--- src/rtl/irqc_pkg.sv ---
package irqc_pkg;
   localparam int ADDR_W = 16;
   localparam int DATA_W = 32;
   localparam logic [15:0] OFS_INFO     = 16'h0000;
   localparam logic [15:0] OFS_EVENT    = 16'h0004;
   localparam logic [15:0] OFS_MASK_SET = 16'h0100;
   localparam logic [15:0] OFS_MASK_CLR = 16'h0180;
   localparam logic [15:0] OFS_SOFT_SET = 16'h0200;
   localparam logic [15:0] OFS_SOFT_CLR = 16'h0280;
   localparam logic [3:0]  TGT_PAGE     = 4'h1;
   localparam logic [15:0] EVT_TYPE_HW  = 16'd1;
endpackage

--- src/rtl/irqc_prio_enc.sv ---
module irqc_prio_enc #(
   parameter int W     = 64,
   parameter int IDX_W = $clog2(W)
) (
   input  logic [W-1:0]     vec,
   output logic             found,
   output logic [IDX_W-1:0] idx,
   output logic [W-1:0]     onehot
);
   assign found  = |vec;
   assign onehot = vec & (~vec + W'(1));

   always_comb begin
      idx = '0;
      for (int i = W - 1; i >= 0; i--) begin
         if (vec[i]) idx = IDX_W'(i);
      end
   end
endmodule

--- src/rtl/irqc_claim_chain.sv ---
module irqc_claim_chain #(
   parameter int NUM_LINES = 64,
   parameter int NUM_CPUS  = 2,
   parameter int LINE_W    = $clog2(NUM_LINES)
) (
   input  logic [NUM_LINES-1:0]          ready,
   input  logic [NUM_CPUS*NUM_LINES-1:0] route_flat,
   input  logic [NUM_CPUS-1:0]           take_req,
   output logic [NUM_CPUS-1:0]           win_found,
   output logic [NUM_CPUS*LINE_W-1:0]    win_idx_flat,
   output logic [NUM_LINES-1:0]          ack_vec,
   output logic [NUM_CPUS-1:0]           irq_req
);
   logic [NUM_CPUS:0][NUM_LINES-1:0] taken;
   assign taken[0] = '0;

   for (genvar c = 0; c < NUM_CPUS; c++) begin : g_cpu
      logic [NUM_LINES-1:0] routed, cand, hot;
      assign routed     = ready & route_flat[c*NUM_LINES +: NUM_LINES];
      assign irq_req[c] = |routed;
      assign cand       = routed & ~taken[c];
      irqc_prio_enc #(.W(NUM_LINES), .IDX_W(LINE_W)) u_enc (
         .vec    (cand),
         .found  (win_found[c]),
         .idx    (win_idx_flat[c*LINE_W +: LINE_W]),
         .onehot (hot)
      );
      assign taken[c+1] = taken[c] | (take_req[c] ? hot : '0);
   end

   assign ack_vec = taken[NUM_CPUS];
endmodule

--- src/rtl/irqc_line_regs.sv ---
module irqc_line_regs #(
   parameter int NUM_LINES = 64,
   parameter int NUM_CPUS  = 2,
   parameter int LINE_W    = $clog2(NUM_LINES)
) (
   input  logic                          clk,
   input  logic                          rst_n,
   input  logic [NUM_LINES-1:0]          mask_set,
   input  logic [NUM_LINES-1:0]          mask_clr,
   input  logic [NUM_LINES-1:0]          soft_set,
   input  logic [NUM_LINES-1:0]          soft_clr,
   input  logic [NUM_LINES-1:0]          ack,
   input  logic [NUM_CPUS-1:0]           tgt_we,
   input  logic [NUM_CPUS*LINE_W-1:0]    tgt_line_flat,
   input  logic [NUM_CPUS*NUM_CPUS-1:0]  tgt_data_flat,
   output logic [NUM_LINES-1:0]          mask_q,
   output logic [NUM_LINES-1:0]          soft_q,
   output logic [NUM_CPUS*NUM_LINES-1:0] route_flat
);
   logic [NUM_LINES-1:0][NUM_CPUS-1:0] tgt_q;

   always_ff @(posedge clk) begin
      if (!rst_n) begin
         mask_q <= '1;
         soft_q <= '0;
         tgt_q  <= '0;
      end else begin
         mask_q <= (mask_q & ~mask_clr) | mask_set | ack;
         soft_q <= (soft_q & ~soft_clr) | soft_set;
         for (int c = 0; c < NUM_CPUS; c++) begin
            if (tgt_we[c])
               tgt_q[tgt_line_flat[c*LINE_W +: LINE_W]] <= tgt_data_flat[c*NUM_CPUS +: NUM_CPUS];
         end
      end
   end

   for (genvar c = 0; c < NUM_CPUS; c++) begin : g_rc
      for (genvar l = 0; l < NUM_LINES; l++) begin : g_rl
         assign route_flat[c*NUM_LINES + l] = tgt_q[l][c];
      end
   end
endmodule

--- src/rtl/prio_irq_ctrl.sv ---
module prio_irq_ctrl
   import irqc_pkg::*;
#(
   parameter int NUM_LINES = 64,
   parameter int NUM_CPUS  = 2
) (
   input  logic                       clk,
   input  logic                       rst_n,
   input  logic [NUM_LINES-1:0]       irq_line,
   input  logic [NUM_CPUS-1:0]        bus_sel,
   input  logic [NUM_CPUS-1:0]        bus_wr,
   input  logic [NUM_CPUS*16-1:0]     bus_addr,
   input  logic [NUM_CPUS*32-1:0]     bus_wdata,
   output logic [NUM_CPUS*32-1:0]     bus_rdata,
   output logic [NUM_CPUS-1:0]        irq_out
);
   localparam int LINE_W = $clog2(NUM_LINES);
   localparam int WORDS  = NUM_LINES / 32;

   if (NUM_LINES < 32 || NUM_LINES > 1024 || (NUM_LINES % 32) != 0) begin : g_bad_lines
      $error("NUM_LINES must be a multiple of 32 between 32 and 1024");
   end
   if (NUM_CPUS < 1 || NUM_CPUS > 32) begin : g_bad_cpus
      $error("NUM_CPUS must be between 1 and 32");
   end

   logic [NUM_LINES-1:0]          mask_w, soft_w, ready, ack_vec;
   logic [NUM_CPUS*NUM_LINES-1:0] route_w;
   logic [NUM_CPUS-1:0]           take_req, win_found, tgt_we;
   logic [NUM_CPUS*LINE_W-1:0]    win_idx, tgt_line;
   logic [NUM_CPUS*NUM_CPUS-1:0]  tgt_data;
   logic [NUM_CPUS-1:0][NUM_LINES-1:0] ms_v, mc_v, ss_v, sc_v;
   logic [NUM_LINES-1:0] ms_all, mc_all, ss_all, sc_all;

   assign ready = (irq_line | soft_w) & ~mask_w;

   for (genvar c = 0; c < NUM_CPUS; c++) begin : g_port
      logic [15:0]          addr;
      logic [31:0]          wd, rnext, mword, sword, tword;
      logic                 rd, wr, in_tgt;
      logic [4:0]           widx;
      logic [LINE_W-1:0]    tline;
      logic [NUM_LINES-1:0] wexp;
      logic [31:0]          rdata_q;

      assign addr   = bus_addr[c*16 +: 16];
      assign wd     = bus_wdata[c*32 +: 32];
      assign rd     = bus_sel[c] & ~bus_wr[c];
      assign wr     = bus_sel[c] & bus_wr[c];
      assign widx   = addr[6:2];
      assign tline  = addr[LINE_W+1:2];
      assign in_tgt = (addr[15:12] == TGT_PAGE) && ({1'b0, addr[11:2]} < 11'(NUM_LINES));

      always_comb begin
         wexp  = '0;
         mword = '0;
         sword = '0;
         tword = '0;
         for (int w = 0; w < WORDS; w++) begin
            if (widx == 5'(w)) begin
               wexp[w*32 +: 32] = wd;
               mword = mask_w[w*32 +: 32];
               sword = soft_w[w*32 +: 32];
            end
         end
         for (int l = 0; l < NUM_LINES; l++) begin
            if (tline == LINE_W'(l)) begin
               for (int k = 0; k < NUM_CPUS; k++) tword[k] = route_w[k*NUM_LINES + l];
            end
         end
      end

      assign ms_v[c] = (wr && addr[15:7] == OFS_MASK_SET[15:7]) ? wexp : '0;
      assign mc_v[c] = (wr && addr[15:7] == OFS_MASK_CLR[15:7]) ? wexp : '0;
      assign ss_v[c] = (wr && addr[15:7] == OFS_SOFT_SET[15:7]) ? wexp : '0;
      assign sc_v[c] = (wr && addr[15:7] == OFS_SOFT_CLR[15:7]) ? wexp : '0;

      assign tgt_we[c]                        = wr & in_tgt;
      assign tgt_line[c*LINE_W +: LINE_W]     = tline;
      assign tgt_data[c*NUM_CPUS +: NUM_CPUS] = wd[NUM_CPUS-1:0];
      assign take_req[c] = rd && (addr[15:2] == OFS_EVENT[15:2]);

      always_comb begin
         rnext = '0;
         if (addr[15:2] == OFS_INFO[15:2])
            rnext = {16'h0, 16'(NUM_LINES)};
         else if (addr[15:2] == OFS_EVENT[15:2])
            rnext = win_found[c] ? {EVT_TYPE_HW, 16'(win_idx[c*LINE_W +: LINE_W])} : '0;
         else if (addr[15:7] == OFS_MASK_SET[15:7] || addr[15:7] == OFS_MASK_CLR[15:7])
            rnext = mword;
         else if (addr[15:7] == OFS_SOFT_SET[15:7] || addr[15:7] == OFS_SOFT_CLR[15:7])
            rnext = sword;
         else if (in_tgt)
            rnext = tword;
      end

      always_ff @(posedge clk) begin
         if (!rst_n)  rdata_q <= '0;
         else if (rd) rdata_q <= rnext;
      end
      assign bus_rdata[c*32 +: 32] = rdata_q;
   end

   always_comb begin
      ms_all = '0; mc_all = '0; ss_all = '0; sc_all = '0;
      for (int c = 0; c < NUM_CPUS; c++) begin
         ms_all |= ms_v[c];
         mc_all |= mc_v[c];
         ss_all |= ss_v[c];
         sc_all |= sc_v[c];
      end
   end

   irqc_line_regs #(.NUM_LINES(NUM_LINES), .NUM_CPUS(NUM_CPUS), .LINE_W(LINE_W)) u_regs (
      .clk           (clk),
      .rst_n         (rst_n),
      .mask_set      (ms_all),
      .mask_clr      (mc_all),
      .soft_set      (ss_all),
      .soft_clr      (sc_all),
      .ack           (ack_vec),
      .tgt_we        (tgt_we),
      .tgt_line_flat (tgt_line),
      .tgt_data_flat (tgt_data),
      .mask_q        (mask_w),
      .soft_q        (soft_w),
      .route_flat    (route_w)
   );

   irqc_claim_chain #(.NUM_LINES(NUM_LINES), .NUM_CPUS(NUM_CPUS), .LINE_W(LINE_W)) u_claim (
      .ready        (ready),
      .route_flat   (route_w),
      .take_req     (take_req),
      .win_found    (win_found),
      .win_idx_flat (win_idx),
      .ack_vec      (ack_vec),
      .irq_req      (irq_out)
   );
endmodule

--- config.mk ---
export PLATFORM = sky130hd
export DESIGN_NAME = prio_irq_ctrl
export DESIGN_NICKNAME = d
export VERILOG_FILES = /design/src/rtl/irqc_pkg.sv /design/src/rtl/irqc_prio_enc.sv /design/src/rtl/irqc_claim_chain.sv /design/src/rtl/irqc_line_regs.sv /design/src/rtl/prio_irq_ctrl.sv
export SDC_FILE = /design/constraint.sdc
export NUM_CORES = 2
export LEC_CHECK = 0
export ABC_AREA = 1
export BUFFER_PORTS_ARGS = -buffer_cell sky130_fd_sc_hd__buf_2
export CAP_MARGIN = 5
export CELL_PAD_IN_SITES_DETAIL_PLACEMENT = 1
export CELL_PAD_IN_SITES_GLOBAL_PLACEMENT = 1
export CORE_MARGIN = 1
export CORE_UTILIZATION = 42
export DETAILED_ROUTE_END_ITERATION = 16
export PLACE_DENSITY = 0.79
export SLEW_MARGIN = 20
export SYNTH_ARGS = -nofsm -noshare
export SYNTH_HDL_FRONTEND = slang
export SYNTH_SLANG_ARGS = --single-unit
--- constraint.sdc ---
create_clock -name clk -period 5.5 [get_ports clk]
set_input_delay 0.275 -clock clk [delete_from_list [all_inputs] [get_ports clk]]
set_output_delay 0.275 -clock clk [all_outputs]
set_load 0.01 [all_outputs]
==> impl_results.md <==
- Max clock buf depth: 3
- Die area: 64760 um2
- Synth unique cells: 60
- Outcome: finished, final reports clean
- Largest family of logic cells by synthesized area: simple AND/OR/NAND/NOR gates
- Die height: 254.5 um
- Hold Startpoint: bus_wdata[57]
- Setup CP Type: reg2reg
- Setup TNS: 0 ns
- Mean area per synthesized cell: 5.758 um2
- Via total after detailed routing: 38440
- CP arrival: 5.92 ns
- CP required: 5.98 ns
- DR iter-0 viols: 4877
- Antenna Nets Post-Route: 0
- Crit path to: g_port[1].rdata_q[0]
- CP most frequent cell: nand2_1
- Fmax achieved: 0.1838 GHz
- Critical Path Fanout Max: 4
- Post-synthesis simple-gate area fraction: 35.53%
- Gr usage total: 51.23%
- Post-synthesis compound-gate area fraction: 25.99%
- Overflow after GRT: 0
- CTS tree: built
- Post-synth EDFFs: 0
- Tmin final: 5.442 ns
- IO Count: 232
- Max rail drop VDD: 0.3351 mV
- Cells after Synth: 4650
- Chip width: 254.5 um
- Flop2flop setup slack: 0.06 ns
- Core Util, Final: 53.55%
- Post-Synthesis Cell Area: 26770 um2
- Reg clk slew, reported paths: 0.07 ns
- RSZ-0062 raised after global routing: yes
- Max-slew violations: 0
- Startpoint types: register
- Multiplexer area fraction after synthesis: 0%
- Largest net degree at the start of global routing: 113
- Pwr/cell area: 180.6 nW/um2
- Initial core utilization: 42.44%
- H-tree depth: 2
- # port buffers: 227
- Clock latency on the worst-skew pair: 0.61 ns
- Drt pass-1 iters: 10
- Post-Layout Cell Count: 6072
- Number of global-route vias before repair: 36680
- Period utilization: 98.94%
- Placer Congestion: 1.173
- CTS sink cnt: 320
- Crit path from: u_regs.soft_q[6]
- Seq/Total Area, Yosys: 23.93%
- Final Skew: 0.03865 ns
- Number of remaining DRC errors: 0
- Synth Flop Type: dfxtp_1
- DP HPWL: 131900 um
- Endpoints failing hold: 0
- First-pass GRT wire length: 241000 um
- Worst hold path cell count: 4
- Worst setup EP type: register
- Highest-delay cell along the critical path: dfxtp_1
- Fillers: 8959
- Hold Path Class: in2reg
- Syn. warnings: 0
- Least-Margin Pin Slew: 1.272 ns
- Slew HR: 14.41%
- R2R Path End: g_port[1].rdata_q[0]
- CTS buffer count: 43
- Fraction of registers with async set/reset: 0%
- Clock tree root buffer cell: clkbuf_16
- FF-to-FF path depth: 72
- Routed len/inst: 28.27 um
- Leak: 15.33 nW
- Max-cap violations: 0
- Final net count: 5356
- Vias per cell: 6.331
- Syn nets: 4816
- Final-report setup violation count: 0
- Crit path largest cell delay: 0.35 ns
- Core ar.: 63080 um2
- Start of the worst register-to-register path: u_regs.soft_q[6]
- Post-Route WL: 171600 um
- Layout cells sized above 1: 19.77%
- Number of synthesized register bits: 320
- Placed cell count: 5973
- Tightest hold margin: 0.1171 ns
- Area grow syn2layout: 26.18%
- Adder and majority cell fraction of the synthesized area: 0%
- Synth Area in XOR/XNOR: 0%
- Rows: 92
- Initial antenna violation count: 12
cells in the final DEF, fill, tap and decap left out, types with 36 or more instances in the layout:
cell type,n
a22o_1,36
nand2_1,1078
buf_4,459
o211ai_1,46
buf_2,226
inv_2,68
nand3_2,43
o22ai_1,202
inv_1,750
dfxtp_1,316
clkbuf_16,45
o221ai_1,117
a21oi_1,288
o21ai_0,213
nand4_1,78
nor3_1,86
nand3_1,155
nor2_1,572
nor4_1,41
a221oi_1,58
nand2_2,45
final cells by class:
type                    count  area (um2)  area share [%]
diodes                      5       12.51         0.03704
flip-flops and latches    320        6411           18.98
well taps                 846        1059           3.133
clock inverters            16       275.3          0.8148
repair buffers            688        4627           13.70
multi-input cells        3297       16930           50.11
clock buffers              60        1303           3.856
inverters                 840        3166           9.371
cells by family (layout without fill, tap and decap cells):
group                  after synthesis  in the layout
AND/OR/NAND/NOR                   2213           2213
buffers and inverters             1033           1604
other                                0              5
flip-flops                         320            320
AO/OA/AOI/OAI                     1084           1084
layer usage:
layer  vias up  track usage (%)  routed length (um)
li1      16620                -                   -
met3       712            17.49               24890
met1     18340            64.71               64640
met2      2765            73.90               69020
met5         -                0                  85
met4         6            32.82               13010
what timing repair did:
item | in CTS | in global routing
setup buffers | 0 | 17
resized for setup | 0 | 110
hold endpoints to repair | 1 | 0
setup endpoints to repair | 0 | 12
hold buffers | 1 | 0
per-stage QoR:
step	total power, mW	area, um2	setup WS (ns)
global route	6.180	33780	-0.4743
detailed placement	2.899	31650	-0.1379
global placement	2.892	31650	-0.1469
floorplan	2.611	26770	1.257
finish	6.103	33780	0.05849
CTS	6.058	33240	0.05353
synthesized netlist by cell type, types with 8 or more instances:
| cell | n | share of area [%] |
|---|---|---|
| nand2_1 | 1116 | 16 |
| inv_1 | 756 | 11 |
| nor2_1 | 597 | 8.4 |
| dfxtp_1 | 320 | 24 |
| a21oi_1 | 288 | 5.4 |
| o21ai_0 | 214 | 4.0 |
| o22ai_1 | 202 | 4.7 |
| nand3_1 | 173 | 3.2 |
| clkbuf_1 | 164 | 2.3 |
| o221ai_1 | 117 | 3.8 |
| nor3_1 | 89 | 1.7 |
| nand4_1 | 78 | 1.8 |
| inv_2 | 63 | 0.88 |
| a221oi_1 | 58 | 1.9 |
| o211ai_1 | 46 | 1.3 |
| nor4_1 | 44 | 1.0 |
| a22o_1 | 36 | 1.2 |
| nand3_2 | 34 | 1.3 |
| or2_2 | 25 | 0.58 |
| buf_1 | 23 | 0.32 |
| clkinv_1 | 21 | 0.29 |
| a211oi_1 | 18 | 0.50 |
| nand2_2 | 16 | 0.37 |
| o2111ai_1 | 16 | 0.52 |
| o31ai_1 | 16 | 0.45 |
| o311ai_0 | 15 | 0.49 |
| a31oi_1 | 14 | 0.33 |
| nor2_4 | 9 | 0.38 |
| o41ai_1 | 8 | 0.26 |
critical path: cells and delay by family, from the launching register on:
family          cells  cell delay [ns]
simple gates       68             4.50
flops               1             0.35
compound gates      2             0.23
buf+inv             2             0.22
how the worst min path moves through the flow:
stage                                        to  slack, ns
after floorplan               u_regs.mask_q[59]       0.43
after global placement     g_port[1].rdata_q[3]       0.45
after detailed placement  g_port[0].rdata_q[17]       0.45
after CTS                     u_regs.mask_q[25]       0.08
after global routing          u_regs.mask_q[55]       0.18
final                         u_regs.mask_q[25]       0.12
report_power, final:
part	total, mW	internal [mW]	switching (mW)	leakage, nW
Clock	3.21	1.98	1.24	0.772
Sequential	2.32	2.32	0.000768	2.58
Combinational	0.570	0.141	0.429	12.0
Total	6.10	4.43	1.67	15.3
state kept, by name (all words and copies together), names as in the netlist:
| signal | flops |
|---|---|
| u_regs.route_flat | 128 |
| g_port.rdata_q | 64 |
| u_regs.soft_q | 64 |
| u_regs.mask_q | 64 |
No activity file was read; power rests on OpenSTA's default activity.
